[config.mk]
export PLATFORM = sky130hd
export DESIGN_NAME = sq_producer
export DESIGN_NICKNAME = d
export VERILOG_FILES = /design/src/rtl/sqp_pkg.sv /design/src/rtl/sqp_ptrs.sv /design/src/rtl/sqp_desc_build.sv /design/src/rtl/sqp_ring_mem.sv /design/src/rtl/sq_producer.sv
export SDC_FILE = /design/constraint.sdc
export NUM_CORES = 2
export LEC_CHECK = 0
export BUFFER_PORTS_ARGS = -buffer_cell sky130_fd_sc_hd__buf_2
export CORE_MARGIN = 8
export CORE_UTILIZATION = 55
export CTS_BUF_LIST = sky130_fd_sc_hd__clkbuf_16
export DETAILED_ROUTE_END_ITERATION = 6
export GPL_TIMING_DRIVEN = 1
export HOLD_SLACK_MARGIN = 0.15
export PLACE_DENSITY = 0.74
export SLEW_MARGIN = 20
export SYNTH_ARGS = -nofsm -noshare
export SYNTH_HDL_FRONTEND = slang
export SYNTH_MEMORY_MAX_BITS = 65536
export SYNTH_SLANG_ARGS = --single-unit
[constraint.sdc]
create_clock -name clk -period 3.36 [get_ports clk]
set_input_delay 0.672 -clock clk [delete_from_list [all_inputs] [get_ports clk]]
set_output_delay 0.672 -clock clk [all_outputs]
set_load 0.02 [all_outputs]
[src/rtl/sqp_pkg.sv]
package sqp_pkg;

  localparam int CID_W = 16;
  localparam int FID_W = 16;
  localparam logic [FID_W-1:0] FID_NONE = 16'hFFFF;

  typedef enum logic [7:0] {
    OPC_COPY      = 8'h00,
    OPC_RD_IMM    = 8'h01,
    OPC_WR_IMM    = 8'h02,
    OPC_RHOST_IRQ = 8'h06,
    OPC_NOP       = 8'h07
  } opc_e;

  localparam int CTL_BOTH_FID = 5;
  localparam int CTL_IRQ      = 6;
  localparam int CTL_FENCE    = 7;

  // Listed from most significant to least significant field.
  typedef struct packed {
    logic [FID_W-1:0] sfid;
    logic [FID_W-1:0] dfid;
    logic [31:0]      dst_hi;
    logic [31:0]      dst_lo;
    logic [31:0]      src_hi;
    logic [31:0]      src_lo;
    logic [31:0]      nbytes;
    logic [CID_W-1:0] cid;
    logic [15:0]      rsvd;
    logic [15:0]      tlp;
    logic [7:0]       ctl;
    opc_e             opc;
  } desc_t;

  localparam int DESC_W = $bits(desc_t);

endpackage

[src/rtl/sqp_ptrs.sv]
module sqp_ptrs
  import sqp_pkg::*;
#(
  parameter int DEPTH = 16,
  localparam int IDX_W = $clog2(DEPTH)
) (
  input  logic             clk,
  input  logic             rst_n,
  input  logic             flush,
  input  logic             req_valid,
  input  logic             len_ok,
  input  logic [IDX_W-1:0] tail,
  output logic [IDX_W-1:0] head,
  output logic [CID_W-1:0] cid,
  output logic             ring_full,
  output logic             accept
);

  logic [IDX_W-1:0] head_q, head_d, head_inc;
  logic [CID_W-1:0] cid_q, cid_d;
  logic             upd_en;

  always_comb begin
    head_inc  = head_q + IDX_W'(1);
    ring_full = (head_inc == tail);
    accept    = req_valid && !flush && len_ok && !ring_full;
    upd_en    = accept || flush;
    if (flush) begin
      head_d = '0;
      cid_d  = '0;
    end else begin
      head_d = head_inc;
      cid_d  = cid_q + CID_W'(1);
    end
  end

  always_ff @(posedge clk or negedge rst_n) begin
    if (!rst_n) begin
      head_q <= '0;
      cid_q  <= '0;
    end else if (upd_en) begin
      head_q <= head_d;
      cid_q  <= cid_d;
    end
  end

  assign head = head_q;
  assign cid  = cid_q;

  AST_HEAD_STEP: assert property (@(posedge clk) disable iff (!rst_n)
    accept |=> head_q == $past(head_q) + IDX_W'(1));
  AST_CID_STEP: assert property (@(posedge clk) disable iff (!rst_n)
    accept |=> cid_q == $past(cid_q) + CID_W'(1));
  AST_FULL_HOLD: assert property (@(posedge clk) disable iff (!rst_n)
    (req_valid && !flush && (head_q + IDX_W'(1) == tail)) |=> $stable(head_q));
  AST_FLUSH_CLEAR: assert property (@(posedge clk) disable iff (!rst_n)
    flush |=> (head_q == '0) && (cid_q == '0));

endmodule

[src/rtl/sqp_desc_build.sv]
module sqp_desc_build
  import sqp_pkg::*;
(
  input  logic [63:0]      src,
  input  logic [63:0]      dst,
  input  logic [FID_W-1:0] sfid,
  input  logic [FID_W-1:0] dfid,
  input  logic [31:0]      nbytes,
  input  logic             want_irq,
  input  logic             want_fence,
  input  logic [CID_W-1:0] cid,
  output desc_t            desc
);

  logic [7:0] ctl;

  always_comb begin
    ctl               = '0;
    ctl[CTL_BOTH_FID] = (sfid != FID_NONE) && (dfid != FID_NONE);
    ctl[CTL_IRQ]      = want_irq;
    ctl[CTL_FENCE]    = want_fence;

    desc.opc    = OPC_COPY;
    desc.ctl    = ctl;
    desc.tlp    = '0;
    desc.rsvd   = '0;
    desc.cid    = cid;
    desc.nbytes = nbytes;
    desc.src_lo = src[31:0];
    desc.src_hi = src[63:32];
    desc.dst_lo = dst[31:0];
    desc.dst_hi = dst[63:32];
    desc.dfid   = dfid;
    desc.sfid   = sfid;
  end

endmodule

[src/rtl/sqp_ring_mem.sv]
module sqp_ring_mem
  import sqp_pkg::*;
#(
  parameter int DEPTH = 16,
  parameter int LEN_W = 32,
  localparam int IDX_W = $clog2(DEPTH)
) (
  input  logic             clk,
  input  logic             we,
  input  logic [IDX_W-1:0] widx,
  input  desc_t            wdesc,
  input  logic [LEN_W-1:0] wlen,
  input  logic [IDX_W-1:0] ridx,
  output desc_t            rdesc,
  output logic [LEN_W-1:0] rlen
);

  desc_t            slot_desc [DEPTH];
  logic [LEN_W-1:0] slot_len  [DEPTH];

  for (genvar s = 0; s < DEPTH; s++) begin : g_slot
    logic slot_en;
    assign slot_en = we && (widx == IDX_W'(s));
    always_ff @(posedge clk) begin
      if (slot_en) begin
        slot_desc[s] <= wdesc;
        slot_len[s]  <= wlen;
      end
    end
  end

  assign rdesc = slot_desc[ridx];
  assign rlen  = slot_len[ridx];

endmodule

[src/rtl/sq_producer.sv]
module sq_producer
  import sqp_pkg::*;
#(
  parameter int          DEPTH   = 16,
  parameter logic [31:0] MAX_LEN = 32'h0010_0000,
  localparam int IDX_W = $clog2(DEPTH)
) (
  input  logic              clk,
  input  logic              rst_n,
  input  logic              flush,
  input  logic              req_valid,
  input  logic [63:0]       req_src,
  input  logic [63:0]       req_dst,
  input  logic [15:0]       req_sfid,
  input  logic [15:0]       req_dfid,
  input  logic [31:0]       req_len,
  input  logic              req_irq,
  input  logic              req_fence,
  input  logic [IDX_W-1:0]  cons_tail,
  output logic              resp_valid,
  output logic              resp_ok,
  output logic              resp_full,
  output logic              resp_toolong,
  output logic [15:0]       resp_cid,
  output logic              db_valid,
  output logic [IDX_W-1:0]  db_head,
  input  logic [IDX_W-1:0]  rd_idx,
  output logic [255:0]      rd_desc,
  output logic [31:0]       rd_len
);

  // Reset: asserted asynchronously, released through two flops.
  logic rst_m, rst_s;
  always_ff @(posedge clk or negedge rst_n) begin
    if (!rst_n) begin
      rst_m <= 1'b0;
      rst_s <= 1'b0;
    end else begin
      rst_m <= 1'b1;
      rst_s <= rst_m;
    end
  end

  logic             len_ok, ring_full, accept;
  logic [IDX_W-1:0] head;
  logic [CID_W-1:0] cid;
  desc_t            new_desc, rd_d;

  assign len_ok = (req_len <= MAX_LEN);

  sqp_ptrs #(.DEPTH(DEPTH)) u_ptrs (
    .clk(clk), .rst_n(rst_s), .flush(flush), .req_valid(req_valid),
    .len_ok(len_ok), .tail(cons_tail), .head(head), .cid(cid),
    .ring_full(ring_full), .accept(accept)
  );

  sqp_desc_build u_build (
    .src(req_src), .dst(req_dst), .sfid(req_sfid), .dfid(req_dfid),
    .nbytes(req_len), .want_irq(req_irq), .want_fence(req_fence),
    .cid(cid), .desc(new_desc)
  );

  sqp_ring_mem #(.DEPTH(DEPTH), .LEN_W(32)) u_mem (
    .clk(clk), .we(accept), .widx(head), .wdesc(new_desc), .wlen(req_len),
    .ridx(rd_idx), .rdesc(rd_d), .rlen(rd_len)
  );

  assign rd_desc = rd_d;

  // Response and doorbell: next-state then registers.
  logic             rv_d, rok_d, rfull_d, rlong_d, dbv_d;
  logic [CID_W-1:0] rcid_d;
  logic             rv_q, rok_q, rfull_q, rlong_q, dbv_q;
  logic [CID_W-1:0] rcid_q;
  logic [IDX_W-1:0] dbh_q;
  logic             dbh_en;

  always_comb begin
    rv_d    = req_valid && !flush;
    rok_d   = accept;
    rfull_d = rv_d && ring_full;
    rlong_d = rv_d && !len_ok;
    rcid_d  = cid;
    dbv_d   = rv_q && rok_q && !flush;
    dbh_en  = dbv_d;
  end

  always_ff @(posedge clk or negedge rst_s) begin
    if (!rst_s) begin
      rv_q    <= 1'b0;
      rok_q   <= 1'b0;
      rfull_q <= 1'b0;
      rlong_q <= 1'b0;
      rcid_q  <= '0;
      dbv_q   <= 1'b0;
      dbh_q   <= '0;
    end else begin
      rv_q    <= rv_d;
      rok_q   <= rok_d;
      rfull_q <= rfull_d;
      rlong_q <= rlong_d;
      dbv_q   <= dbv_d;
      if (rv_d) rcid_q <= rcid_d;
      if (dbh_en) dbh_q <= head;
    end
  end

  assign resp_valid   = rv_q;
  assign resp_ok      = rok_q;
  assign resp_full    = rfull_q;
  assign resp_toolong = rlong_q;
  assign resp_cid     = rcid_q;
  assign db_valid     = dbv_q;
  assign db_head      = dbh_q;

  AST_LEN_REJECT: assert property (@(posedge clk) disable iff (!rst_s)
    (req_valid && !flush && req_len > MAX_LEN) |=> (resp_valid && !resp_ok && resp_toolong));
  AST_DB_FOLLOWS: assert property (@(posedge clk) disable iff (!rst_s)
    (resp_valid && resp_ok && !flush) |=> (db_valid && db_head == $past(head)));
  AST_OK_EXCLUSIVE: assert property (@(posedge clk) disable iff (!rst_s)
    resp_ok |-> (resp_valid && !resp_full && !resp_toolong));
  AST_OPC_COPY: assert property (@(posedge clk) disable iff (!rst_s)
    accept |=> rd_idx != $past(head) || rd_d.opc == OPC_COPY);

endmodule

==> flow_metrics.tcl <==
set metrics [dict create \
    path_cells "buf_16 > buf_16 > buf_12 > buf_12 > mux4_2 > mux4_2 > buf_6" \
    fmax_ghz 0.2910 \
    start_util 0.5513 \
    clockBufferDepth 4 \
    grt_pass1_vias 64460 \
    crit_arrival_ns 2.76 \
    dp_cells 8975 \
    drtIter0Drc 7713 \
    power_leakage_nw 51.48 \
    netSwitchingPower_mw 18.79 \
    ys_seq_area_frac 0.7932 \
    finClkSkew_ns 0.07293 \
    place_area_um2 141600 \
    syn_to_final_growth_pct 20.88 \
    drt-total-wl_mm 334.3 \
    ys_async_sr_fraction 0.01373 \
    stdcell_count 9825 \
    grt_max_degree 49 \
    seq_power_share 0.519 \
    hold_class "input pin to flip-flop" \
    clk_pin_slew_worst_paths_ns 0.06 \
    port_buffers 473 \
    clockRootBuffer "clkbuf_16" \
    grt_most_used_layer "met2" \
    wl_per_cell_um 34.03 \
    ys_ff_latch 3423 \
    fin_crit_ns 3.436 \
    postLayoutCellArea_um2 156300 \
    cpPeakStageDelay_ns 0.64 \
    cts_tree "done" \
    clkPwrFrac 0.424 \
    slew_headroom 0.3547 \
    fillers 13940 \
    grt-ovfl-total 0 \
    p_sw_frac 0.2085 \
    place_ws_ns -0.4323 \
    p_per_area_nw_per_um2 576.8 \
    ys_types 50 \
    ir_drop_v 0.0004504 \
    drt_pre_antenna_iters 5 \
    crit_path_end_kind "primary output" \
    register_area_um2 102600 \
    drive_gt1_frac 0.4005 \
    nets 6612 \
    fin_ws_ns -0.07593 \
    hold_viol_final 0 \
    syn_avg_cell_area_um2 25.53 \
    die_h_um 500.8 \
    max_cap_violations 0 \
    setup_viol 57 \
    fin_setup_tns_ns -1.307 \
    combPwrFrac 0.057 \
    drc 0 \
    gp_congestion 0.8271 \
    synthCells 5064 \
    finalPower_mw 90.15 \
    ant_nets 0 \
    grt.total_usage 0.2603 \
    layout_common_cells "edfxtp_1, mux4_2, buf_2" \
    vias 62720 \
    row_count 178 \
    internal_power_mw 71.36 \
    grt_pass1_wl_mm 472.3 \
    use_met3 0.05154 \
    timing.final.crit_share 1.023 \
    outcome "finished, violations left" \
    ioPinCount 519 \
    antenna_found_initial 38 \
    multi_input_area_um2 25490 \
    dp_hpwl_mm 204.5 \
    cts_buffers 354 \
    die_w_um 500.8 \
    slowest_stage "mux4_2" \
    synth_flop_cell "edfxtp_1" \
    synth_edf_count 3376 \
    h-tree-depth 5 \
    crit_type "input pin to primary output" \
    grtUsageMet2 0.4363 \
    startpoint_type "input pin" \
    clock_latency_ns 0.95 \
    maxSlewViolCount 0 \
    dieArea_um2 250800 \
    met1_usage 0.3453 \
    ys_warn_count 0 \
    final_common_cell "edfxtp_1" \
    rsz0062_at_grt "yes" \
    vias_per_cell 6.384 \
    tightestPinTransition_ns 0.9680 \
    synth_area_um2 129300 \
    crit_fanout 7 \
    utilization 0.6664 \
    cp.required_ns 2.69 \
    violations "negative setup slack" \
    core_area_um2 234500 \
    timing.hold.ws_ns 0.2161 \
    cts_num_sinks 3423 \
]
layout make-up:
| type | instances | area share |
|---|---|---|
| clock inverters | 258 | 0.01407 |
| clock buffers | 361 | 0.05780 |
| multi-input cells | 1342 | 0.1631 |
| well taps | 3150 | 0.02522 |
| diodes | 11 | 0.0001761 |
| flip-flops and latches | 3423 | 0.6562 |
| inverters | 12 | 0.0002962 |
| repair buffers | 1268 | 0.08316 |
final timing paths:
kind,start,endpoint,slack (ns),cells after the start
worst max-delay path,rd_idx[0],rd_desc[158],-0.08,7
worst min-delay path,req_len[26],u_mem.slot_desc[12][45],0.22,2
worst max register to register,u_ptrs.head[0],u_mem.slot_desc[6][162],0.14,11
worst min register to register,rst_s,resp_cid[14],0.29,0
max in group asynchronous,rst_n,rst_s,2.60,3
min in group asynchronous,rst_s,resp_cid[14],0.29,0
critical path, delay by kind of cell:
family,cells,cell delay [ns]
muxes,2,1.23
buffers and inverters,5,0.84
power by group through the flow:
stage	Sequential (mW)	Clock [mW]	Combinational, mW
finish	46.8	38.2	5.12
global route	46.8	40.2	5.33
CTS	46.8	38.7	4.95
detailed placement	47.7	0	4.58
global placement	47.7	0	4.51
floorplan	47.8	0	2.44
cell families (layout without fill, tap and decap cells):
group	Yosys count	count (layout)	synth area share
AO/OA/AOI/OAI	72	72	0.003668
XOR/XNOR	5	5	0.0004452
adder cells (fa/ha/maj)	5	5	0.0004839
buffers and inverters	343	1899	0.01258
flip-flops	3423	3423	0.7932
multiplexers	1058	1058	0.1829
other	2	57	0.00005809
AND/OR/NAND/NOR	156	156	0.006668
routing by layer:
layer / share of wire / vias up
met5: 0.00042 / -
met4: 0.041 / 22
met3: 0.086 / 658
met2: 0.51 / 3842
met1: 0.36 / 33470
li1: - / 24730
what timing repair did:
action                                   CTS  global route
hold buffers                             173             0
cloned                                     5            10
setup buffers                              8            25
pin swaps                                  4             4
endpoints found under the hold margin   2611             0
endpoints found under the setup margin   165           207
gates resized for setup                  118           173
registers in the layout (all words and copies together), names as in the netlist:
signal,cells
db_valid,1
resp_ok,1
rst_s,1
resp_cid,16
u_ptrs.cid,16
resp_toolong,1
db_head,4
resp_full,1
u_mem.slot_desc,3376
resp_valid,1
u_ptrs.head,4
rst_m,1
cell usage after synthesis, types with 9 or more instances:
cell,n,area (um^2)
edfxtp_1,3376,101400
buf_1,55,206.5
and3_1,9,56.30
nand4_1,16,100.1
mux2i_1,12,120.1
nand3_1,11,55.05
or4_1,13,97.59
nand2_1,51,191.4
o21ai_0,11,55.05
buf_2,27,135.1
a21oi_1,28,140.1
inv_1,11,41.29
nor2b_1,14,87.58
buf_4,77,578.1
clkbuf_1,170,638.1
mux4_2,1043,23490
o31ai_1,12,90.09
a211oi_1,12,90.09
nor2_1,11,41.29
dfrtp_1,47,1176
(Power assumes the default switching activity.)
